--- src/rtl/arx_pkg.sv ---
package arx_pkg;
  localparam int WORD_W   = 32;
  localparam int N_WORDS  = 4;
  localparam int BLOCK_W  = WORD_W * N_WORDS;
  localparam int RK_WORDS = 6;

  typedef logic [WORD_W-1:0] word_t;

  function automatic word_t rol(input word_t x, input int unsigned s);
    int unsigned m;
    m = s % WORD_W;
    if (m == 0) return x;
    return (x << m) | (x >> (WORD_W - m));
  endfunction

  function automatic word_t ror(input word_t x, input int unsigned s);
    return rol(x, WORD_W - (s % WORD_W));
  endfunction

  function automatic word_t sched_const(input int unsigned k);
    case (k % 4)
      0: return 32'hc3efe9db;
      1: return 32'h44626b02;
      2: return 32'h79e27c8a;
      default: return 32'h78df30ec;
    endcase
  endfunction

  function automatic int unsigned key_rot(input int unsigned j);
    case (j)
      0: return 1;
      1: return 3;
      2: return 6;
      default: return 11;
    endcase
  endfunction

  function automatic word_t key_word_step(input word_t t, input word_t c, input int unsigned j);
    return rol(t + rol(c, j), key_rot(j));
  endfunction

  function automatic word_t mix_pair(input word_t a, input word_t b,
                                     input word_t ka, input word_t kb);
    return (a ^ ka) + (b ^ kb);
  endfunction
endpackage

--- src/rtl/arx_const_ring.sv ---
module arx_const_ring
  import arx_pkg::*;
#(
  parameter int DEPTH = 4,
  parameter int ADV   = 4
) (
  input  logic  clk,
  input  logic  rst_n,
  input  logic  load,
  input  logic  step,
  output word_t head
);
  word_t slot [DEPTH];

  for (genvar k = 0; k < DEPTH; k++) begin : g_slot
    always_ff @(posedge clk) begin
      if (!rst_n) begin
        slot[k] <= '0;
      end else if (load) begin
        slot[k] <= rol(sched_const(k), k);
      end else if (step) begin
        if (k == DEPTH - 1) slot[k] <= rol(slot[0], ADV);
        else                slot[k] <= slot[(k + 1) % DEPTH];
      end
    end
  end

  assign head = slot[0];
endmodule

--- src/rtl/arx_key_gen.sv ---
module arx_key_gen
  import arx_pkg::*;
(
  input  logic                      clk,
  input  logic                      rst_n,
  input  logic                      load,
  input  logic                      step,
  input  logic [BLOCK_W-1:0]        key_in,
  input  word_t                     cst,
  output logic [RK_WORDS*WORD_W-1:0] rk
);
  word_t t_q [N_WORDS];
  word_t t_d [N_WORDS];

  for (genvar j = 0; j < N_WORDS; j++) begin : g_kw
    assign t_d[j] = key_word_step(t_q[j], cst, j);
    always_ff @(posedge clk) begin
      if (!rst_n)     t_q[j] <= '0;
      else if (load)  t_q[j] <= key_in[j*WORD_W +: WORD_W];
      else if (step)  t_q[j] <= t_d[j];
    end
  end

  assign rk = {t_d[1], t_d[3], t_d[1], t_d[2], t_d[1], t_d[0]};
endmodule

--- src/rtl/arx_round.sv ---
module arx_round
  import arx_pkg::*;
(
  input  logic [BLOCK_W-1:0]         x_in,
  input  logic [RK_WORDS*WORD_W-1:0] rk,
  output logic [BLOCK_W-1:0]         x_out
);
  word_t x [N_WORDS];
  word_t k [RK_WORDS];
  word_t y [N_WORDS];

  for (genvar i = 0; i < N_WORDS; i++) begin : g_x
    assign x[i] = x_in[i*WORD_W +: WORD_W];
    assign x_out[i*WORD_W +: WORD_W] = y[i];
  end
  for (genvar i = 0; i < RK_WORDS; i++) begin : g_k
    assign k[i] = rk[i*WORD_W +: WORD_W];
  end

  assign y[0] = rol(mix_pair(x[0], x[1], k[0], k[1]), 9);
  assign y[1] = ror(mix_pair(x[1], x[2], k[2], k[3]), 5);
  assign y[2] = ror(mix_pair(x[2], x[3], k[4], k[5]), 3);
  assign y[3] = x[0];
endmodule

--- src/rtl/arx128_enc_core.sv ---
module arx128_enc_core
  import arx_pkg::*;
#(
  parameter int ROUNDS = 24
) (
  input  logic               clk,
  input  logic               rst_n,
  input  logic               start,
  input  logic [BLOCK_W-1:0] pt_in,
  input  logic [BLOCK_W-1:0] key_in,
  output logic               busy,
  output logic               done,
  output logic [BLOCK_W-1:0] ct_out
);
  localparam int CW = (ROUNDS > 1) ? $clog2(ROUNDS) : 1;

  logic [CW-1:0]               rnd;
  logic [BLOCK_W-1:0]          x_q;
  logic [BLOCK_W-1:0]          x_nxt;
  logic [RK_WORDS*WORD_W-1:0]  rk;
  word_t                       cst;
  logic                        accept;
  logic                        last_round;

  assign accept     = start & ~busy;
  assign last_round = busy & (rnd == CW'(ROUNDS - 1));

  arx_const_ring #(.DEPTH(4), .ADV(4)) u_ring (
    .clk  (clk),
    .rst_n(rst_n),
    .load (accept),
    .step (busy),
    .head (cst)
  );

  arx_key_gen u_key (
    .clk   (clk),
    .rst_n (rst_n),
    .load  (accept),
    .step  (busy),
    .key_in(key_in),
    .cst   (cst),
    .rk    (rk)
  );

  arx_round u_rnd (
    .x_in (x_q),
    .rk   (rk),
    .x_out(x_nxt)
  );

  always_ff @(posedge clk) begin
    if (!rst_n) begin
      busy   <= 1'b0;
      done   <= 1'b0;
      rnd    <= '0;
      x_q    <= '0;
      ct_out <= '0;
    end else begin
      done <= 1'b0;
      if (accept) begin
        busy <= 1'b1;
        rnd  <= '0;
        x_q  <= pt_in;
      end else if (busy) begin
        x_q <= x_nxt;
        rnd <= rnd + 1'b1;
        if (last_round) begin
          busy   <= 1'b0;
          done   <= 1'b1;
          ct_out <= x_nxt;
        end
      end
    end
  end
endmodule

--- config.mk ---
export PLATFORM = sky130hd
export DESIGN_NAME = arx128_enc_core
export DESIGN_NICKNAME = d
export VERILOG_FILES = /design/src/rtl/arx_pkg.sv /design/src/rtl/arx_const_ring.sv /design/src/rtl/arx_key_gen.sv /design/src/rtl/arx_round.sv /design/src/rtl/arx128_enc_core.sv
export SDC_FILE = /design/constraint.sdc
export NUM_CORES = 1
export LEC_CHECK = 0
export ABC_AREA = 1
export BUFFER_PORTS_ARGS = -buffer_cell sky130_fd_sc_hd__buf_4
export CAP_MARGIN = 40
export CORE_ASPECT_RATIO = 1.2
export CORE_MARGIN = 2
export CORE_UTILIZATION = 40
export DETAILED_ROUTE_END_ITERATION = 10
export GPL_ROUTABILITY_DRIVEN = 0
export REMOVE_ABC_BUFFERS = 1
export SLEW_MARGIN = 20
export SYNTH_ARGS = -nofsm -noshare
export SYNTH_HDL_FRONTEND = slang
export SYNTH_HIERARCHICAL = 1
export SYNTH_SLANG_ARGS = --single-unit
--- constraint.sdc ---
create_clock -name clk -period 4.3 [get_ports clk]
set_clock_uncertainty 0.2 [all_clocks]
set_input_delay 0.215 -clock clk [delete_from_list [all_inputs] [get_ports clk]]
set_output_delay 0.215 -clock clk [all_outputs]
set_load 0.05 [all_outputs]
==> summary.txt, run 1 <==
CTS
--------------------------------------------------------------------------------------------------------
Clock insertion delay at the later pin of the skew report                                         670 ps
Max H-tree Level                                                                                       2
TritonCTS Buffers                                                                                     57
Number of sinks on the clock net                                                                     519
Clock tree from TritonCTS                                                                           done
Post-CTS clock slew at the launch and capture registers of the worst setup and hold paths          60 ps
Worst-case clock buffer depth                                                                          3
Root buffer cell                                                                            sky130_fd_sc_hd__clkbuf_16

CRITICAL PATH
--------------------------------------------------------------------------------------------------------
Kind of launch point of the worst setup path                                                    register
Worst R2R Setup Slack                                                                             110 ps
Worst R2R End                                                                               ct_out[72]$_SDFFE_PN0P_
Start point of the critical path                                                            u_ring/slot[0][4]$_DFFE_PP_
R2R depth                                                                                             24
Data required time at the worst endpoint                                                         4700 ps
Maximum fanout along the worst path                                                                    5
Worst setup path end                                                                        ct_out[72]$_SDFFE_PN0P_
Setup CP Type                                                                                    reg2reg
Data arrival time of the critical path                                                           4590 ps
CP endpoint kind                                                                                register
Worst R2R Start                                                                             u_ring/slot[0][4]$_DFFE_PP_

TIMING
--------------------------------------------------------------------------------------------------------
Final clock period utilization by the worst path                                                   97.4%
Final setup violation count                                                                            0
Final-layout worst hold slack                                                                    94.6 ps
Hold violation total from the final report                                                             0
Max-slew violation count                                                                               0
Setup repair after global routing missed its margin                                                 true
Worst slew pin tran                                                                               924 ps
Worst slew margin relative to its limit                                                            38.4%
Final Critical Period                                                                            4190 ps
F_max                                                                                            239 MHz

YOSYS
--------------------------------------------------------------------------------------------------------
Register area share after synthesis                                                                32.3%
Mux cell area share after synthesis                                                                   0%
Synthesis Warnings                                                                                     6
Fraction of synthesized cell area taken by the top area cell type                                  20.2%
Post-synthesis xor/xnor area fraction                                                              6.69%
Gate count after technology mapping                                                                 6075
Flip-flop cell with the highest count after synthesis                                       sky130_fd_sc_hd__dfxtp_1
Adder-cell share of the synthesized area                                                           7.15%
Largest family of logic cells by synthesized area                                           simple AND/OR/NAND/NOR gates
Unique masters post-synth                                                                             37
Syn Std Cell Area                                                                              40100 um2
Library cell occupying the most area in the post-synthesis netlist                          sky130_fd_sc_hd__nand2_1
Number of synthesized flops with an enable pin                                                       256
Fraction of registers with async set or reset after synthesis                                         0%
Most area-consuming cells after synthesis                                                   sky130_fd_sc_hd__nand2_1 (20%), sky130_fd_sc_hd__edfxtp_1 (19%), sky130_fd_sc_hd__dfxtp_1 (13%), sky130_fd_sc_hd__inv_1 (8.6%), sky130_fd_sc_hd__nand3_1 (7.5%)
Compound-gate portion of the synthesized area                                                      4.20%
Synthesized flop and latch total                                                                     519
Post-synthesis share of cell area spent on and, or, nand and nor gates                             36.9%
Mean instance size in the synthesized netlist                                                   6.61 um2

DRT
--------------------------------------------------------------------------------------------------------
Vias after detailed routing                                                                        43200
Via density                                                                                         5.14
Number of nets with antenna violations after routing                                                   0
DRT Wirelength                                                                                    170 mm
Number of violations reported at the end of detailed-routing iteration 0                            3761
DR DRC count                                                                                           0
Average wire per cell in the routed design                                                       20.3 um
Iteration count of the initial detailed-routing pass                                                   6

FLOORPLAN
--------------------------------------------------------------------------------------------------------
Standard-cell rows                                                                                   127
Initial Utilization                                                                                40.3%
Number of ports placed on the die boundary                                                           389
Die H                                                                                             351 um
Area of the core region                                                                        99600 um2
Die width                                                                                         293 um
Die footprint                                                                                 103000 um2

MIN PATH
--------------------------------------------------------------------------------------------------------
Path type of the worst min-delay path                                                             in2reg

FINISH
--------------------------------------------------------------------------------------------------------
Layout Utilization                                                                                 54.6%
Area added between synthesis and finish                                                            35.5%
Nets@finish                                                                                         7550
Proportion of layout cells with a drive suffix above 1                                             21.6%

POWER AND IR DROP
--------------------------------------------------------------------------------------------------------
Power per standard cell area                                                                  712 nW/um2
Part of the total power dissipated in sequential elements                                          17.7%
Worst ir drop on vdd                                                                            0.584 mV
Int Pwr                                                                                          19.7 mW
Static Leakage                                                                                   29.4 nW
Power, Total                                                                                     38.7 mW
Comb pwr share                                                                                     68.9%
Fraction of power consumed by the clock network                                                    13.4%
Fraction of power spent switching nets                                                             49.1%
Switching power of the nets                                                                      19.0 mW

GRT
--------------------------------------------------------------------------------------------------------
GR Overflow Total                                                                                      0
Initial antenna violation count                                                                        3
GRT Resource Usage Total                                                                           31.8%
Pin count of the biggest net entering global routing                                                 199
Number of global-route vias before repair                                                          39800
Wire length of the first global-routing pass                                                      243 mm

JOB
--------------------------------------------------------------------------------------------------------
Number of violations of the max-capacitance limit                                                      0

OUTCOME
--------------------------------------------------------------------------------------------------------
Outcome                                                                                     finished, final reports clean

PLACED DESIGN
--------------------------------------------------------------------------------------------------------
Number of port buffers                                                                               388
HPWL Detailed                                                                                     132 mm

[worst min path at each step]
stage	start	end	slack (ps)	cells past startpoint
5_1_grt	key_in[66]	u_key/t_q[2][2]$_SDFFCE_PN0P_	90	5
3_5_place_dp	ct_out[14]$_SDFFE_PN0P_	ct_out[14]$_SDFFE_PN0P_	260	2
6_report	key_in[66]	u_key/t_q[2][2]$_SDFFCE_PN0P_	90	5
3_3_place_gp	ct_out[80]$_SDFFE_PN0P_	ct_out[80]$_SDFFE_PN0P_	260	2
4_1_cts	key_in[66]	u_key/t_q[2][2]$_SDFFCE_PN0P_	80	5
2_1_floorplan	rst_n	x_q[0]$_SDFFE_PN0P_	110	2
[flip-flops by register name, indices dropped and copies added (netlist names)]
name	flops
x_q	128
busy	1
done	1
u_ring/slot	128
ct_out	128
u_key/t_q	128
rnd	5
[cell usage in the layout (no fill, tap or decap), types with 64 or more instances in the layout]
| cell | count |
|---|---|
| sky130_fd_sc_hd__nor2_1 | 431 |
| sky130_fd_sc_hd__nand2_1 | 2034 |
| sky130_fd_sc_hd__dfxtp_1 | 262 |
| sky130_fd_sc_hd__nand2_2 | 144 |
| sky130_fd_sc_hd__a21oi_2 | 64 |
| sky130_fd_sc_hd__buf_4 | 914 |
| sky130_fd_sc_hd__ha_1 | 132 |
| sky130_fd_sc_hd__nand3_1 | 585 |
| sky130_fd_sc_hd__dlygate4sd3_1 | 271 |
| sky130_fd_sc_hd__nand4_1 | 143 |
| sky130_fd_sc_hd__xor2_1 | 237 |
| sky130_fd_sc_hd__edfxtp_1 | 256 |
| sky130_fd_sc_hd__inv_1 | 911 |
| sky130_fd_sc_hd__a21oi_1 | 110 |
[per-layer routing]
| metal | GRT usage, % | routed length [um] |
|---|---|---|
| met1 | 39.8 | 66900 |
| met2 | 50.2 | 75000 |
| met3 | 4.09 | 13700 |
| met4 | 23.4 | 14800 |
| met5 | 0 | 8 |
[power groups by stage]
stage / Sequential (mW) / Clock (mW) / Combinational [mW]
2_1_floorplan: 6.42 / 0 / 13.0
3_3_place_gp: 6.86 / 0 / 23.0
3_5_place_dp: 6.86 / 0 / 23.2
4_1_cts: 6.75 / 5.26 / 23.7
5_1_grt: 6.86 / 5.43 / 28.8
6_report: 6.85 / 5.19 / 26.7
[worst max-delay path, cell delays in order, from the launching register on]
cell and delay, ps:
sky130_fd_sc_hd__edfxtp_1 400, sky130_fd_sc_hd__buf_6 160, sky130_fd_sc_hd__buf_4 130, sky130_fd_sc_hd__ha_1 300
sky130_fd_sc_hd__buf_4 160, sky130_fd_sc_hd__nand2_2 70, sky130_fd_sc_hd__inv_1 80, sky130_fd_sc_hd__a21oi_2 170
sky130_fd_sc_hd__nand2_2 90, sky130_fd_sc_hd__buf_4 140, sky130_fd_sc_hd__nand3_1 80, sky130_fd_sc_hd__nand4_1 130
sky130_fd_sc_hd__and2_4 200, sky130_fd_sc_hd__xor2_1 160, sky130_fd_sc_hd__ha_2 410, sky130_fd_sc_hd__nand2_2 90
sky130_fd_sc_hd__nor2_1 120, sky130_fd_sc_hd__nand3_1 90, sky130_fd_sc_hd__nand2_2 130, sky130_fd_sc_hd__nand2_1 80
sky130_fd_sc_hd__nand2_2 130, sky130_fd_sc_hd__xor2_1 250, sky130_fd_sc_hd__buf_4 160, sky130_fd_sc_hd__nand4_1 80
sky130_fd_sc_hd__nand2_1 110
[cells by family (layout without fill, tap and decap cells)]
kind of cell | Yosys count | after routing
DFF | 519 | 519
AOI/OAI and AO/OA | 289 | 289
xor gates and xnor gates | 303 | 303
and+or+nand+nor | 3532 | 3532
buffers and inverters | 1207 | 2240
other | 0 | 1
adders and majority gates | 225 | 225
[cell usage after synthesis (all sizes together) (4+ instances only)]
library cell,count
buf,238
nand3,606
nand3b,24
o21ai,43
edfxtp,256
nand4,143
inv,918
o21bai,31
a21oi,174
a22o,30
and2,50
clkbuf,51
nor3,26
and3,5
xnor2,13
ha,218
dfxtp,263
xor2,290
o21a,7
fa,7
nand2,2187
a21o,4
nor2,490
[through the flow]
| step | setup slack (ps) | TNS (ps) | instances | instance area, um2 |
|---|---|---|---|---|
| after global placement | -187 | -4240 | 7968 | 47100 |
| after CTS | -3.79 | -3.79 | 8354 | 52000 |
| final | 113 | 0 | 8399 | 54400 |
| after detailed placement | -248 | -7250 | 7969 | 47100 |
| after global routing | -98.0 | -894 | 8399 | 54400 |
| after floorplan | -5080 | -2269320 | 5786 | 38400 |
[cell type report]
type | count | area, um2
flip-flops and latches | 519 | 13000
multi-input cells | 4349 | 24200
fillers | 9471 | 45200
inverters | 918 | 3450
diodes | 1 | 2.50
repair buffers | 1221 | 10200
well taps | 1290 | 1610
clock inverters | 23 | 298
clock buffers | 78 | 1630
[repair_timing]
item                                   4_1_cts  5_1_grt
gates resized for setup                     27      467
hold buffers                               271        0
buffers inserted                            13       42
setup endpoints to repair                   90      167
pin swaps                                    3       84
endpoints found under the hold margin      276        0
Note: power is estimated with default switching activity, not from simulation.
==> run 2: changes to the inputs <==
- REMOVE_ABC_BUFFERS: 1 -> unset
==> run 2 against run 1 <==
Register-to-register slack got worse by 40 ps. Combinational power rose by 12%. Maximum frequency down 1.1%. Sequential share of layout area down 1.3 points. Clock-buffer cell count down 2. Setup slack worse by 45 ps. First-iteration DRC count is 26% higher. Routed wire length grew 6.6%.
==> summary.txt, run 2 (synthesis results as in run 1) <==
OUTCOME
--------------------------------------------------------------------------------------------------------
Outcome                                                                                     finished, final reports clean

PLACED DESIGN
--------------------------------------------------------------------------------------------------------
Number of port buffers                                                                               388
Area after detailed placement                                                                  48900 um2
HPWL Detailed                                                                                     140 mm
Pre-CTS setup slack                                                                              -490 ps

MIN PATH
--------------------------------------------------------------------------------------------------------
Number of stages on the worst hold path                                                                5
End point of the worst hold path                                                            u_key/t_q[2][25]$_SDFFCE_PN0P_
Min-delay src                                                                                 key_in[89]
Path type of the worst min-delay path                                                             in2reg

CTS
--------------------------------------------------------------------------------------------------------
Max H-tree Level                                                                                       2
Worst-case clock buffer depth                                                                          3
Post-CTS clock slew at the launch and capture registers of the worst setup and hold paths          60 ps
TritonCTS Buffers                                                                                     57
Number of sinks on the clock net                                                                     519
Clock insertion delay at the later pin of the skew report                                         680 ps
Root buffer cell                                                                            sky130_fd_sc_hd__clkbuf_16
Clock tree from TritonCTS                                                                           done

GRT
--------------------------------------------------------------------------------------------------------
Pin count of the biggest net entering global routing                                                 203
Number of global-route vias before repair                                                          41500
Wire length of the first global-routing pass                                                      254 mm
GRT Resource Usage Total                                                                           33.4%
Initial antenna violation count                                                                        2
GR Overflow Total                                                                                      0

CRITICAL PATH
--------------------------------------------------------------------------------------------------------
Worst R2R End                                                                               ct_out[2]$_SDFFE_PN0P_
Maximum fanout along the worst path                                                                    5
Data required time at the worst endpoint                                                         4660 ps
Setup CP Type                                                                                    reg2reg
R2R depth                                                                                             26
Data arrival time of the critical path                                                           4590 ps
CP endpoint kind                                                                                register
Kind of launch point of the worst setup path                                                    register
Worst R2R Start                                                                             u_ring/slot[0][3]$_DFFE_PP_
Worst R2R Setup Slack                                                                              70 ps

POWER AND IR DROP
--------------------------------------------------------------------------------------------------------
Power, Total                                                                                     42.1 mW
Worst ir drop on vdd                                                                            0.490 mV
Fraction of power spent switching nets                                                             48.5%
Int Pwr                                                                                          21.7 mW
Fraction of power consumed by the clock network                                                    12.5%
Static Leakage                                                                                   30.9 nW
Power per standard cell area                                                                  731 nW/um2
Part of the total power dissipated in sequential elements                                          16.7%
Comb pwr share                                                                                     70.9%
Switching power of the nets                                                                      20.4 mW

TIMING
--------------------------------------------------------------------------------------------------------
Final setup violation count                                                                            0
Hold violation total from the final report                                                             0
Setup TNS Final                                                                                     0 ps
Setup repair after global routing missed its margin                                                 true
Worst Setup Slack, final                                                                         68.6 ps
Final Critical Period                                                                            4230 ps
Max-slew violation count                                                                               0
Worst slew margin relative to its limit                                                            33.3%
Final clock period utilization by the worst path                                                   98.4%
F_max                                                                                            236 MHz
Worst slew pin tran                                                                              1000 ps

DRT
--------------------------------------------------------------------------------------------------------
Number of nets with antenna violations after routing                                                   0
DRT Wirelength                                                                                    182 mm
Average wire per cell in the routed design                                                       20.9 um
Vias after detailed routing                                                                        45100
Number of violations reported at the end of detailed-routing iteration 0                            4725
DR DRC count                                                                                           0
Iteration count of the initial detailed-routing pass                                                   6
Via density                                                                                         5.20

FINISH
--------------------------------------------------------------------------------------------------------
Proportion of layout cells with a drive suffix above 1                                             27.0%
Most frequent cells in the layout                                                           sky130_fd_sc_hd__nand2_1 (1968), sky130_fd_sc_hd__buf_4 (1185), sky130_fd_sc_hd__inv_1 (901)
Nets@finish                                                                                         7830
Layout Utilization                                                                                 57.8%
Filler cells                                                                                        9352
Area added between synthesis and finish                                                            43.5%
Area of all placed cells without fillers                                                       57600 um2
Most common cell after layout, fill and taps aside                                          sky130_fd_sc_hd__nand2_1

FLOORPLAN
--------------------------------------------------------------------------------------------------------
Area of the core region                                                                        99600 um2
Die H                                                                                             351 um
Die width                                                                                         293 um
Initial Utilization                                                                                40.3%
Standard-cell rows                                                                                   127
Die footprint                                                                                 103000 um2
Number of ports placed on the die boundary                                                           389

YOSYS
--------------------------------------------------------------------------------------------------------
Number of nets in the synthesized netlist                                                           6559

JOB
--------------------------------------------------------------------------------------------------------
Number of violations of the max-capacitance limit                                                      0

[run 2: timing repair]
| action | CTS | global route |
|---|---|---|
| pin swaps | 14 | 184 |
| buffers inserted | 21 | 75 |
| hold buffers | 263 | 0 |
| endpoints found under the setup margin | 150 | 168 |
| endpoints found under the hold margin | 283 | 0 |
| resized for setup | 93 | 638 |
[run 2: layout make-up]
type / count / area [um2] / area share (%)
diodes: 4 / 10.0 / 0.0174
clock buffers: 76 / 1620 / 2.82
clock inverters: 27 / 318 / 0.552
inverters: 918 / 3450 / 5.99
multi-input cells: 4349 / 25300 / 43.9
flip-flops and latches: 519 / 13000 / 22.5
well taps: 1290 / 1610 / 2.80
repair buffers: 1501 / 12400 / 21.5
[run 2: how the worst max path moves through the flow]
stage                                                start                          end  slack, ps
after detailed placement       u_ring/slot[0][6]$_DFFE_PP_          x_q[6]$_SDFFE_PN0P_       -490
after global routing          u_ring/slot[0][11]$_DFFE_PP_          x_q[6]$_SDFFE_PN0P_       -120
after global placement         u_ring/slot[0][6]$_DFFE_PP_          x_q[6]$_SDFFE_PN0P_       -460
final                          u_ring/slot[0][3]$_DFFE_PP_       ct_out[2]$_SDFFE_PN0P_         70
after floorplan                            busy$_SDFF_PN0_  u_ring/slot[0][0]$_DFFE_PP_         80
after CTS                 u_ring/slot[0][29]$_SDFFCE_PN0P_         x_q[76]$_SDFFE_PN0P_       0.06
[run 2: per-layer routing]
layer / up-vias / global-route usage [%] / wire length (um)
met5: - / 0 / 0
met4: 0 / 24.8 / 16000
met3: 509 / 4.08 / 14700
met2: 2084 / 53.4 / 81200
met1: 21100 / 41.3 / 69700
li1: 21500 / - / -
[run 2: power groups by stage]
stage,logic (mW),registers (mW),clock network [mW]
finish,29.8,7.01,5.25
global route,31.8,6.99,5.48
CTS,25.8,6.86,5.30
detailed placement,24.8,6.97,0
global placement,24.7,6.95,0
floorplan,13.5,6.38,0
[run 2: through the flow]
step	std cells	hold WS (ps)
6_report	8684	79.5
5_1_grt	8680	73.5
4_1_cts	8606	10.0
3_5_place_dp	8219	260
3_3_place_gp	8217	258
2_1_floorplan	6075	201
[run 2: worst max-delay path, stage by stage (launching register included)]
cell,delay (ps)
sky130_fd_sc_hd__edfxtp_1,420
sky130_fd_sc_hd__buf_12,190
sky130_fd_sc_hd__ha_4,260
sky130_fd_sc_hd__nand2_1,50
sky130_fd_sc_hd__nand2_1,100
sky130_fd_sc_hd__a21oi_2,210
sky130_fd_sc_hd__nand2_2,100
sky130_fd_sc_hd__nand2_1,70
sky130_fd_sc_hd__nand2_1,60
sky130_fd_sc_hd__buf_4,160
sky130_fd_sc_hd__xor2_4,190
sky130_fd_sc_hd__buf_6,140
sky130_fd_sc_hd__buf_4,140
sky130_fd_sc_hd__xor2_2,160
sky130_fd_sc_hd__ha_1,370
sky130_fd_sc_hd__nand2_1,110
sky130_fd_sc_hd__nand2_2,70
sky130_fd_sc_hd__buf_4,140
sky130_fd_sc_hd__a21oi_4,130
sky130_fd_sc_hd__inv_1,70
sky130_fd_sc_hd__a21oi_2,190
sky130_fd_sc_hd__nand3_2,100
sky130_fd_sc_hd__nand2_2,80
sky130_fd_sc_hd__nand2_2,90
sky130_fd_sc_hd__buf_4,150
sky130_fd_sc_hd__nand4_1,80
sky130_fd_sc_hd__nand2_1,70
